$ cat src/rtl/nic_scb_pkg.sv
// Package: shared widths, word indices and bit positions of the
// command/status register unit. Assumes a 32-bit little-endian bus.
package nic_scb_pkg;
    localparam int BUS_W      = 32;
    localparam int BE_W       = BUS_W / 8;
    localparam int EV_N       = 7;   // latched event bits
    localparam int CU_W       = 4;   // command-unit opcode width
    localparam int RU_W       = 3;   // receive-unit opcode width
    localparam int CU_ST_W    = 2;
    localparam int RU_ST_W    = 4;
    localparam int WORD_CTRL  = 0;
    localparam int WORD_PTR   = 1;
    localparam int LANE_ACK   = 1;   // status high byte
    localparam int LANE_CMD   = 2;   // command low byte
    localparam int LANE_HI    = 3;   // command high byte
    localparam int BIT_MASK   = 24;
    localparam int BIT_SWI    = 25;
    localparam int CU_LSB     = 20;
    localparam int RU_LSB     = 16;
endpackage

$ cat src/rtl/scb_event_latch.sv
// Sticky event bits with write-one-to-clear. A set in the same cycle
// as a clear wins. Assumes set/clear vectors are already decoded.
module scb_event_latch #(
    parameter int N = 7
) (
    input  logic         clk,
    input  logic         rst_n,
    input  logic [N-1:0] set_i,
    input  logic [N-1:0] clr_i,
    output logic [N-1:0] q_o
);
    for (genvar i = 0; i < N; i++) begin : g_bit
        logic bit_q;
        // Hold, set or acknowledge one event bit.
        always_ff @(posedge clk) begin
            if (!rst_n) bit_q <= 1'b0;
            else        bit_q <= set_i[i] | (bit_q & ~clr_i[i]);
        end
        assign q_o[i] = bit_q;
    end
endmodule

$ cat src/rtl/scb_cmd_field.sv
// Self-clearing opcode field: loaded by a write, emptied by the target
// unit's accept pulse. A write beats an accept in the same cycle.
module scb_cmd_field #(
    parameter int W = 4
) (
    input  logic         clk,
    input  logic         rst_n,
    input  logic         wr_i,
    input  logic [W-1:0] data_i,
    input  logic         accept_i,
    output logic [W-1:0] field_o
);
    logic [W-1:0] field_q;

    // Load on write, clear on accept.
    always_ff @(posedge clk) begin
        if (!rst_n)        field_q <= '0;
        else if (wr_i)     field_q <= data_i;
        else if (accept_i) field_q <= '0;
    end

    assign field_o = field_q;
endmodule

$ cat src/rtl/scb_word_reg.sv
// Byte-strobed read/write register with a reset value of zero.
// Assumes the write enable is already qualified by the address.
module scb_word_reg #(
    parameter int BYTES = 4,
    localparam int W    = BYTES * 8
) (
    input  logic             clk,
    input  logic             rst_n,
    input  logic             wr_i,
    input  logic [BYTES-1:0] be_i,
    input  logic [W-1:0]     data_i,
    output logic [W-1:0]     q_o
);
    for (genvar b = 0; b < BYTES; b++) begin : g_byte
        logic [7:0] byte_q;
        // Update one byte lane when its strobe is set.
        always_ff @(posedge clk) begin
            if (!rst_n)               byte_q <= '0;
            else if (wr_i && be_i[b]) byte_q <= data_i[8*b +: 8];
        end
        assign q_o[8*b +: 8] = byte_q;
    end
endmodule

$ cat src/rtl/nic_scb.sv
// Top: command/status register unit of a network controller.
// Word 0 = {command[15:0], status[15:0]}, word 1 = pointer.
// Assumes single-cycle bus writes and combinational reads.
module nic_scb
    import nic_scb_pkg::*;
#(
    parameter int ADDR_W = 2
) (
    input  logic              clk,
    input  logic              rst_n,
    input  logic [ADDR_W-1:0] bus_addr,
    input  logic              bus_wr,
    input  logic [BE_W-1:0]   bus_be,
    input  logic [BUS_W-1:0]  bus_wdata,
    output logic [BUS_W-1:0]  bus_rdata,
    input  logic              ev_cu_done,
    input  logic              ev_frame_rx,
    input  logic              ev_cu_left_active,
    input  logic              ev_ru_left_ready,
    input  logic              ev_mgmt_done,
    input  logic              ev_fc_pause,
    input  logic [CU_ST_W-1:0] cu_state_i,
    input  logic [RU_ST_W-1:0] ru_state_i,
    input  logic              cu_accept,
    input  logic              ru_accept,
    output logic [CU_W-1:0]   cu_cmd_o,
    output logic [RU_W-1:0]   ru_cmd_o,
    output logic [BUS_W-1:0]  ptr_o,
    output logic              irq_o
);
    logic             wr_ctrl, wr_ptr, swi_pulse, mask_q;
    logic [EV_N-1:0]  ev_set, ev_clr, ev_q;
    logic [15:0]      status_w, cmd_w;

    // Address decode of the two writable words.
    assign wr_ctrl = bus_wr && (bus_addr == ADDR_W'(WORD_CTRL));
    assign wr_ptr  = bus_wr && (bus_addr == ADDR_W'(WORD_PTR));

    // Software trigger and event vector (bit 1 = software event).
    assign swi_pulse = wr_ctrl && bus_be[LANE_HI] && bus_wdata[BIT_SWI];
    assign ev_set = {ev_cu_done, ev_frame_rx, ev_cu_left_active,
                     ev_ru_left_ready, ev_mgmt_done, swi_pulse, ev_fc_pause};
    assign ev_clr = (wr_ctrl && bus_be[LANE_ACK])
                  ? {bus_wdata[15:10], bus_wdata[8]} : '0;

    scb_event_latch #(.N(EV_N)) u_events (
        .clk(clk), .rst_n(rst_n), .set_i(ev_set), .clr_i(ev_clr), .q_o(ev_q)
    );

    scb_cmd_field #(.W(CU_W)) u_cu_field (
        .clk(clk), .rst_n(rst_n), .wr_i(wr_ctrl && bus_be[LANE_CMD]),
        .data_i(bus_wdata[CU_LSB +: CU_W]), .accept_i(cu_accept),
        .field_o(cu_cmd_o)
    );

    scb_cmd_field #(.W(RU_W)) u_ru_field (
        .clk(clk), .rst_n(rst_n), .wr_i(wr_ctrl && bus_be[LANE_CMD]),
        .data_i(bus_wdata[RU_LSB +: RU_W]), .accept_i(ru_accept),
        .field_o(ru_cmd_o)
    );

    scb_word_reg #(.BYTES(BE_W)) u_ptr (
        .clk(clk), .rst_n(rst_n), .wr_i(wr_ptr), .be_i(bus_be),
        .data_i(bus_wdata), .q_o(ptr_o)
    );

    // Interrupt mask bit, written through the command high byte.
    always_ff @(posedge clk) begin
        if (!rst_n)                           mask_q <= 1'b0;
        else if (wr_ctrl && bus_be[LANE_HI])  mask_q <= bus_wdata[BIT_MASK];
    end

    // Pending, unmasked events request an interrupt.
    assign irq_o = (|ev_q) && !mask_q;

    // Assemble the readable status and command halves.
    assign status_w = {ev_q[6:1], 1'b0, ev_q[0], cu_state_i, ru_state_i, 2'b00};
    assign cmd_w    = {6'b0, 1'b0, mask_q, cu_cmd_o, 1'b0, ru_cmd_o};

    // Read mux over the word index.
    always_comb begin
        bus_rdata = '0;
        if (bus_addr == ADDR_W'(WORD_CTRL))     bus_rdata = {cmd_w, status_w};
        else if (bus_addr == ADDR_W'(WORD_PTR)) bus_rdata = ptr_o;
    end
endmodule

$ cat config.mk
export PLATFORM = sky130hd
export DESIGN_NAME = nic_scb
export DESIGN_NICKNAME = d
export VERILOG_FILES = /design/src/rtl/nic_scb_pkg.sv /design/src/rtl/scb_event_latch.sv /design/src/rtl/scb_cmd_field.sv /design/src/rtl/scb_word_reg.sv /design/src/rtl/nic_scb.sv
export SDC_FILE = /design/constraint.sdc
export NUM_CORES = 1
export LEC_CHECK = 0
export BUFFER_PORTS_ARGS = -buffer_cell sky130_fd_sc_hd__buf_2
export CAP_MARGIN = 10
export CORE_UTILIZATION = 30
export CTS_BUF_LIST = sky130_fd_sc_hd__clkbuf_4
export CTS_CLUSTER_DIAMETER = 60
export CTS_CLUSTER_SIZE = 14
export DETAILED_ROUTE_END_ITERATION = 10
export PLACE_DENSITY = 0.6
export SYNTH_ARGS = -nofsm -noshare
export SYNTH_HDL_FRONTEND = slang
export SYNTH_SLANG_ARGS = --single-unit
$ cat constraint.sdc
create_clock -name clk -period 1.7 [get_ports clk]
set_input_delay 0.17 -clock clk [delete_from_list [all_inputs] [get_ports clk]]
set_output_delay 0.17 -clock clk [all_outputs]
set_load 0.01 [all_outputs]
==> impl_metrics.toml, run 1 <==
[status]
status = "finished, final reports clean"

[synthesis]
synthTopCellsByArea = "dfxtp_1, nand2_1, mux2i_1"
yosysMostFrequentCell = "nand2_1"
synth_top_area_share_pct = 41.0
synthMuxAreaShare_pct = 9.59
async_flop_share_pct = 0
synthTopCellsByCount = "nand2_1, dfxtp_1, a21boi_0"
syn_avg_cell_area_um2 = 8.38
ys.flop_type = "dfxtp_1"
ys_types = 27
synth-adder-area-share_pct = 0
syn_nets = 329
synthSimpleGateAreaFrac_pct = 27.2
synth-xor-area-share_pct = 0
ys_seq_area_share_pct = 41.0
yosys.area.top_type = "dfxtp_1"
netlist_instances = 274
synth_compound_area_share_pct = 16.7
synth_area_mm2 = 0.00230
ys_ff_latch = 47
synth_edf_count = 0
synth_warnings = 0
synth_top_family_by_area = "simple AND/OR/NAND/NOR gates"

[power]
pwr_density_cell_mw_per_mm2 = 634
p_total_mw = 1.98
max-vdd-ir-drop_mv = 0.378
total_leakage_power_nw = 1.51

[timing]
min_period_over_period_pct = 92.5
finClkSkew_ps = 0
setup_tns_ps = 0
fin_crit_ps = 1570
setup_viol = 0
hold_viol_final = 0
slew_viol_final = 0
rsz0062_at_grt = "no"
clock.fmax_ghz = 0.636
worstMarginPinSlew_ps = 797
relSlewSlack_pct = 46.8

[setup_path]
required_ps = 1530
crit_arrival_ps = 1400
crit_start = "bus_addr[0]"
critPathSlowestCell = "nor2b_1"
cp_cell_sequence = "buf_2 -> nor2b_1 -> and2_1 -> buf_2"
cp_num_buf_inv = 2
path_class = "in2out"
path_delay_family = "simple AND/OR/NAND/NOR gates"
cp-start-kind = "input port"
cp_common_cell = "buf_2"
worst_path_largest_cell_delay_ps = 680
worstPathMaxFanout = 11
cp-end-kind = "output pin"
regToRegStartpoint = "u_cu_field.field_o[0]$_SDFFE_PN0P_"

[detailed_routing]
vias = 2256
ant_nets = 0
vias_per_cell = 4.49
wl_mm = 6.60
drtIter0Drc = 83
drt_first_pass_iters = 4
drc_errors = 0
wl_per_cell_um = 13.1

[placement]
io_buffers = 126
hpwl_mm = 4.96
place_congestion = 0.743

[global_routing]
grt.total_usage_pct = 16.1
grt_use_met1_pct = 20.2
gr-usage-met3_pct = 4.80
grt_max_degree = 41
grt_util_met2_pct = 26.9
grt_pass1_vias = 2102
grt_pass1_wl_mm = 9.85
antenna_found_initial = 0
top_usage_layer = "met2"
overflow = 0

[final_layout]
layout-drive-gt1-share_pct = 35.5
antenna_cells = 0
syn2layout_area_growth_pct = 35.8
fill_cells = 765
nNetsFinal = 457

[clocking]
cts_resized = 0
cts_tree = "yes"
clk_path_buf_depth = 2
cts-root-buf = "clkbuf_4"
path_clk_slew_ps = 140
insertion_delay_ps = 360
cts_max_level = 2
clock_sink_count = 47
cts_inserted_buffers = 5

[floorplanning]
start_util_pct = 31.3
die_w_um = 89.5
core_region_area_mm2 = 0.00733
die_h_um = 89.5
die_area_mm2 = 0.00801
row_count = 31
io_pins = 127

[min_path]
hold_path_startpoint = "bus_wdata[26]"
hp-class = "in2reg"

[job]
drv_cap = 0
worst min-delay path, delay by kind of cell:
family,cells,cell delay [ps]
AO/OA/AOI/OAI,1,60
buffers and inverters,1,90
AND/OR/NAND/NOR,1,40
cell usage in the layout, fill, tap and decap left out, types with 2 or more instances in the layout:
master / Yosys / layout
a21boi_0: 23 / 23
a21boi_1: 16 / 16
a31oi_1: 6 / 6
and2_1: 11 / 11
and4b_1: 4 / 4
buf_2: 2 / 126
buf_4: 4 / 8
clkbuf_4: 0 / 5
clkinv_1: 0 / 2
dfxtp_1: 47 / 47
dlygate4sd3_1: 0 / 6
inv_1: 6 / 6
mux2i_1: 22 / 22
nand2_1: 72 / 72
nand4b_1: 4 / 4
nor2_1: 21 / 21
nor2b_1: 2 / 2
o21ai_0: 6 / 6
or3b_1: 7 / 7
routing by layer:
metal | vias to the layer above | wire length (um)
met4 | 0 | 93
li1 | 1174 | -
met1 | 993 | 3050
met2 | 81 | 3000
met3 | 8 | 454
met5 | - | 0
power by group:
part           switching, mW  total [mW]  internal, mW
clock network          0.366       0.519         0.152
logic                  0.157       0.307         0.149
registers             0.0219        1.15          1.13
total                  0.546        1.98          1.43
worst paths after layout:
check	endpoint	slack, ps	cells past startpoint
hold reg to reg	u_ptr.g_byte[0].byte_q[3]$_SDFFE_PN0P_	470	2
setup / recovery	bus_rdata[28]	130	4
hold / removal	u_ptr.g_byte[3].byte_q[2]$_SDFFE_PN0P_	30	3
setup reg to reg	u_cu_field.field_o[0]$_SDFFE_PN0P_	750	2
through the flow:
step | cell area (um^2) | util [%] | cells | hold WS [ps] | setup slack, ps
after floorplan | 2300 | - | 274 | 271 | 624
after global placement | 3010 | 41.0 | 488 | 380 | 108
after detailed placement | 3010 | 41.0 | 488 | 380 | 99.4
after CTS | 3120 | 42.5 | 502 | 16.4 | 110
after global routing | 3120 | 42.5 | 502 | 13.9 | 11.1
final | 3120 | 42.5 | 502 | 28.7 | 127
final cells by class:
cell class | instances | area (um^2) | area share [%]
timing repair buffer | 140 | 751 | 24.1
sequential | 47 | 941 | 30.2
clock inverter | 3 | 15.0 | 0.481
multi-input combinational | 202 | 1230 | 39.4
clock buffer | 5 | 37.5 | 1.20
tap | 99 | 124 | 3.97
inverter | 6 | 22.5 | 0.722
logic make-up after synthesis:
kind of cell	after synthesis
DFF	47
and+or+nand+nor	126
AOI/OAI and AO/OA	54
muxes	22
buffers and inverters	25
repair_timing:
| item | CTS | global route |
|---|---|---|
| hold buffers | 6 | 0 |
| buffers inserted | 0 | 0 |
| hold endpoints to repair | 6 | 0 |
flip-flops by register name, summed over array words and instances (netlist names):
| name | count |
|---|---|
| u_ru_field.field_o | 3 |
| u_events.g_bit.bit_q | 7 |
| u_cu_field.field_o | 4 |
| mask_q | 1 |
| u_ptr.g_byte.byte_q | 32 |
No activity file was read; power rests on OpenSTA's default activity.
==> inputs of run 2 (changes only) <==
Settings changed: CAP_MARGIN 10 to 20, PLACE_DENSITY 0.6 to 0.58, SYNTH_HIERARCHICAL set to 1.
Clock period 1.7 ns to 1.98 ns, I/O delays scaled along.
==> run 2 against run 1 <==
- synthesized cell count up 3.6%
- flip-flop and latch count unchanged
- sequential power down 14%
==> impl_metrics.toml, run 2 <==
[final_layout]
antenna_cells = 0
fill_cells = 865
fin_util_pct = 39.2
layout-drive-gt1-share_pct = 46.0
regMostFlops = "u_ptr/g_byte.byte_q"
syn2layout_area_growth_pct = 26.3
largest_register_ffs = 32
nNetsFinal = 450
final_cell_mix = "buf_2, dfxtp_1, nand2_1, nand4_1, o21ai_2"
multi_input_area_mm2 = 0.00136
seq_area_um2 = 941
final_common_cell = "buf_2"

[power]
pwr_density_cell_mw_per_mm2 = 540
total_leakage_power_nw = 1.58
p_total_mw = 1.74
max-vdd-ir-drop_mv = 0.206

[clocking]
insertion_delay_ps = 350
cts_hold_buf = 0
path_clk_slew_ps = 130
cts-root-buf = "clkbuf_4"
cts_setup_buffers = 0
cts_max_level = 2
clock_sink_count = 47
clk_path_buf_depth = 2
cts_resized = 0
cts_inserted_buffers = 5
cts_tree = "yes"

[timing]
relSlewSlack_pct = 71.3
rsz0062_at_grt = "no"
setup_tns_ps = 0
hold_viol_final = 0
min_period_over_period_pct = 75.1
worstMarginPinSlew_ps = 430
finClkSkew_ps = 0
whs_ps = 45.6
fin_crit_ps = 1490
slew_viol_final = 0
clock.fmax_ghz = 0.672
setup_viol = 0

[synthesis]
synth_edf_count = 0
syn_avg_cell_area_um2 = 8.98
synth_area_mm2 = 0.00255
synthSimpleGateAreaFrac_pct = 29.7
synth_warnings = 6
netlist_instances = 284
ys_types = 25
synth_compound_area_share_pct = 15.1
synth-adder-area-share_pct = 0
yosysMostFrequentCell = "dfxtp_1"
synth-xor-area-share_pct = 0
synthTopCellsByArea = "dfxtp_1, o21ai_2, mux2i_1"
synthTopCellsByCount = "dfxtp_1, nand2_1, nand4_1, o21ai_2, mux2i_1"
synth_top_family_by_area = "simple AND/OR/NAND/NOR gates"
ys.flop_type = "dfxtp_1"
ys_ff_latch = 47
syn_nets = 339
async_flop_share_pct = 0
yosys.area.top_type = "dfxtp_1"
synth_top_area_share_pct = 36.9
synthMuxAreaShare_pct = 8.63
ys_seq_area_share_pct = 36.9

[detailed_routing]
drt_first_pass_iters = 4
wl_per_cell_um = 14.1
ant_nets = 0
vias_per_cell = 4.75
wl_mm = 7.08
drtIter0Drc = 67
drc_errors = 0
vias = 2381

[global_routing]
antenna_found_initial = 1
grt.total_usage_pct = 15.9
overflow = 0
grt_pass1_wl_mm = 11.1
grt_pass1_vias = 2215
grt_max_degree = 38

[placement]
io_buffers = 126
place_congestion = 0.740
hpwl_mm = 5.45

[setup_path]
path_class = "reg2out"
cp-start-kind = "flip-flop"
critPathSlowestCell = "dfxtp_1"
cp-end-kind = "output pin"
required_ps = 1780
r2r_cells = 2
worstPathMaxFanout = 3
cp_cell_sequence = "nor4_1 -> a21oi_1 -> buf_2"
crit_arrival_ps = 1290
worst_path_largest_cell_delay_ps = 350

[status]
status = "finished, final reports clean"

[floorplanning]
die_w_um = 94.2
die_h_um = 94.2
die_area_mm2 = 0.00888
start_util_pct = 31.0
row_count = 33
io_pins = 127
core_region_area_mm2 = 0.00822

[job]
drv_cap = 0

[min_path]
holdPathStages = 2
hp-class = "in2reg"
run 2: critical path, delay by kind of cell (launching register included):
kind | cells | cell delay [ps]
DFF | 1 | 350
and+or+nand+nor | 1 | 330
AOI/OAI and AO/OA | 1 | 100
buffers and inverters | 1 | 150
run 2: power by group:
group          switching [mW]  internal (mW)  leakage [nW]  total [mW]
registers              0.0193          0.972         0.382       0.991
clock network           0.300          0.167        0.0361       0.467
logic                   0.158          0.125          1.16       0.283
run 2: worst paths after layout:
path                                                             start                                     end  slack, ps
worst max-delay path                u_events/g_bit[3].bit_q$_SDFF_PN0_                                   irq_o        490
worst min-delay path                                  ev_ru_left_ready      u_events/g_bit[3].bit_q$_SDFF_PN0_         50
worst max register to register      u_ru_field/field_o[2]$_SDFFE_PN0P_      u_ru_field/field_o[2]$_SDFFE_PN0P_       1170
worst min register to register  u_ptr/g_byte[0].byte_q[0]$_SDFFE_PN0P_  u_ptr/g_byte[0].byte_q[0]$_SDFFE_PN0P_        480
run 2: cell families after synthesis:
kind of cell / count (synthesis)
and+or+nand+nor: 136
AOI/OAI and AO/OA: 47
DFF: 47
buffers and inverters: 32
muxes: 22
run 2: routing by layer:
layer  GRT usage (%)  vias up  share of wire, %
met5               0        -                 0
met4            3.08        0              0.65
met3            4.45        5               6.3
met2            26.1       71                47
met1            20.6     1085                46
li1                -     1220                 -
run 2: final cells by class:
class / instances / area share (%)
multi-input cells: 205 / 42.3
well taps: 105 / 4.08
repair buffers: 136 / 22.7
clock buffers: 7 / 1.63
clock inverters: 1 / 0.155
flip-flops and latches: 47 / 29.2
run 2: per-stage QoR:
step                cell area [um^2]  worst slack, ps  cells
finish                          3220              493    501
global route                    3220              429    501
CTS                             3220              452    501
detailed placement              3160              401    493
global placement                3160              470    493
floorplan                       2550              212    284
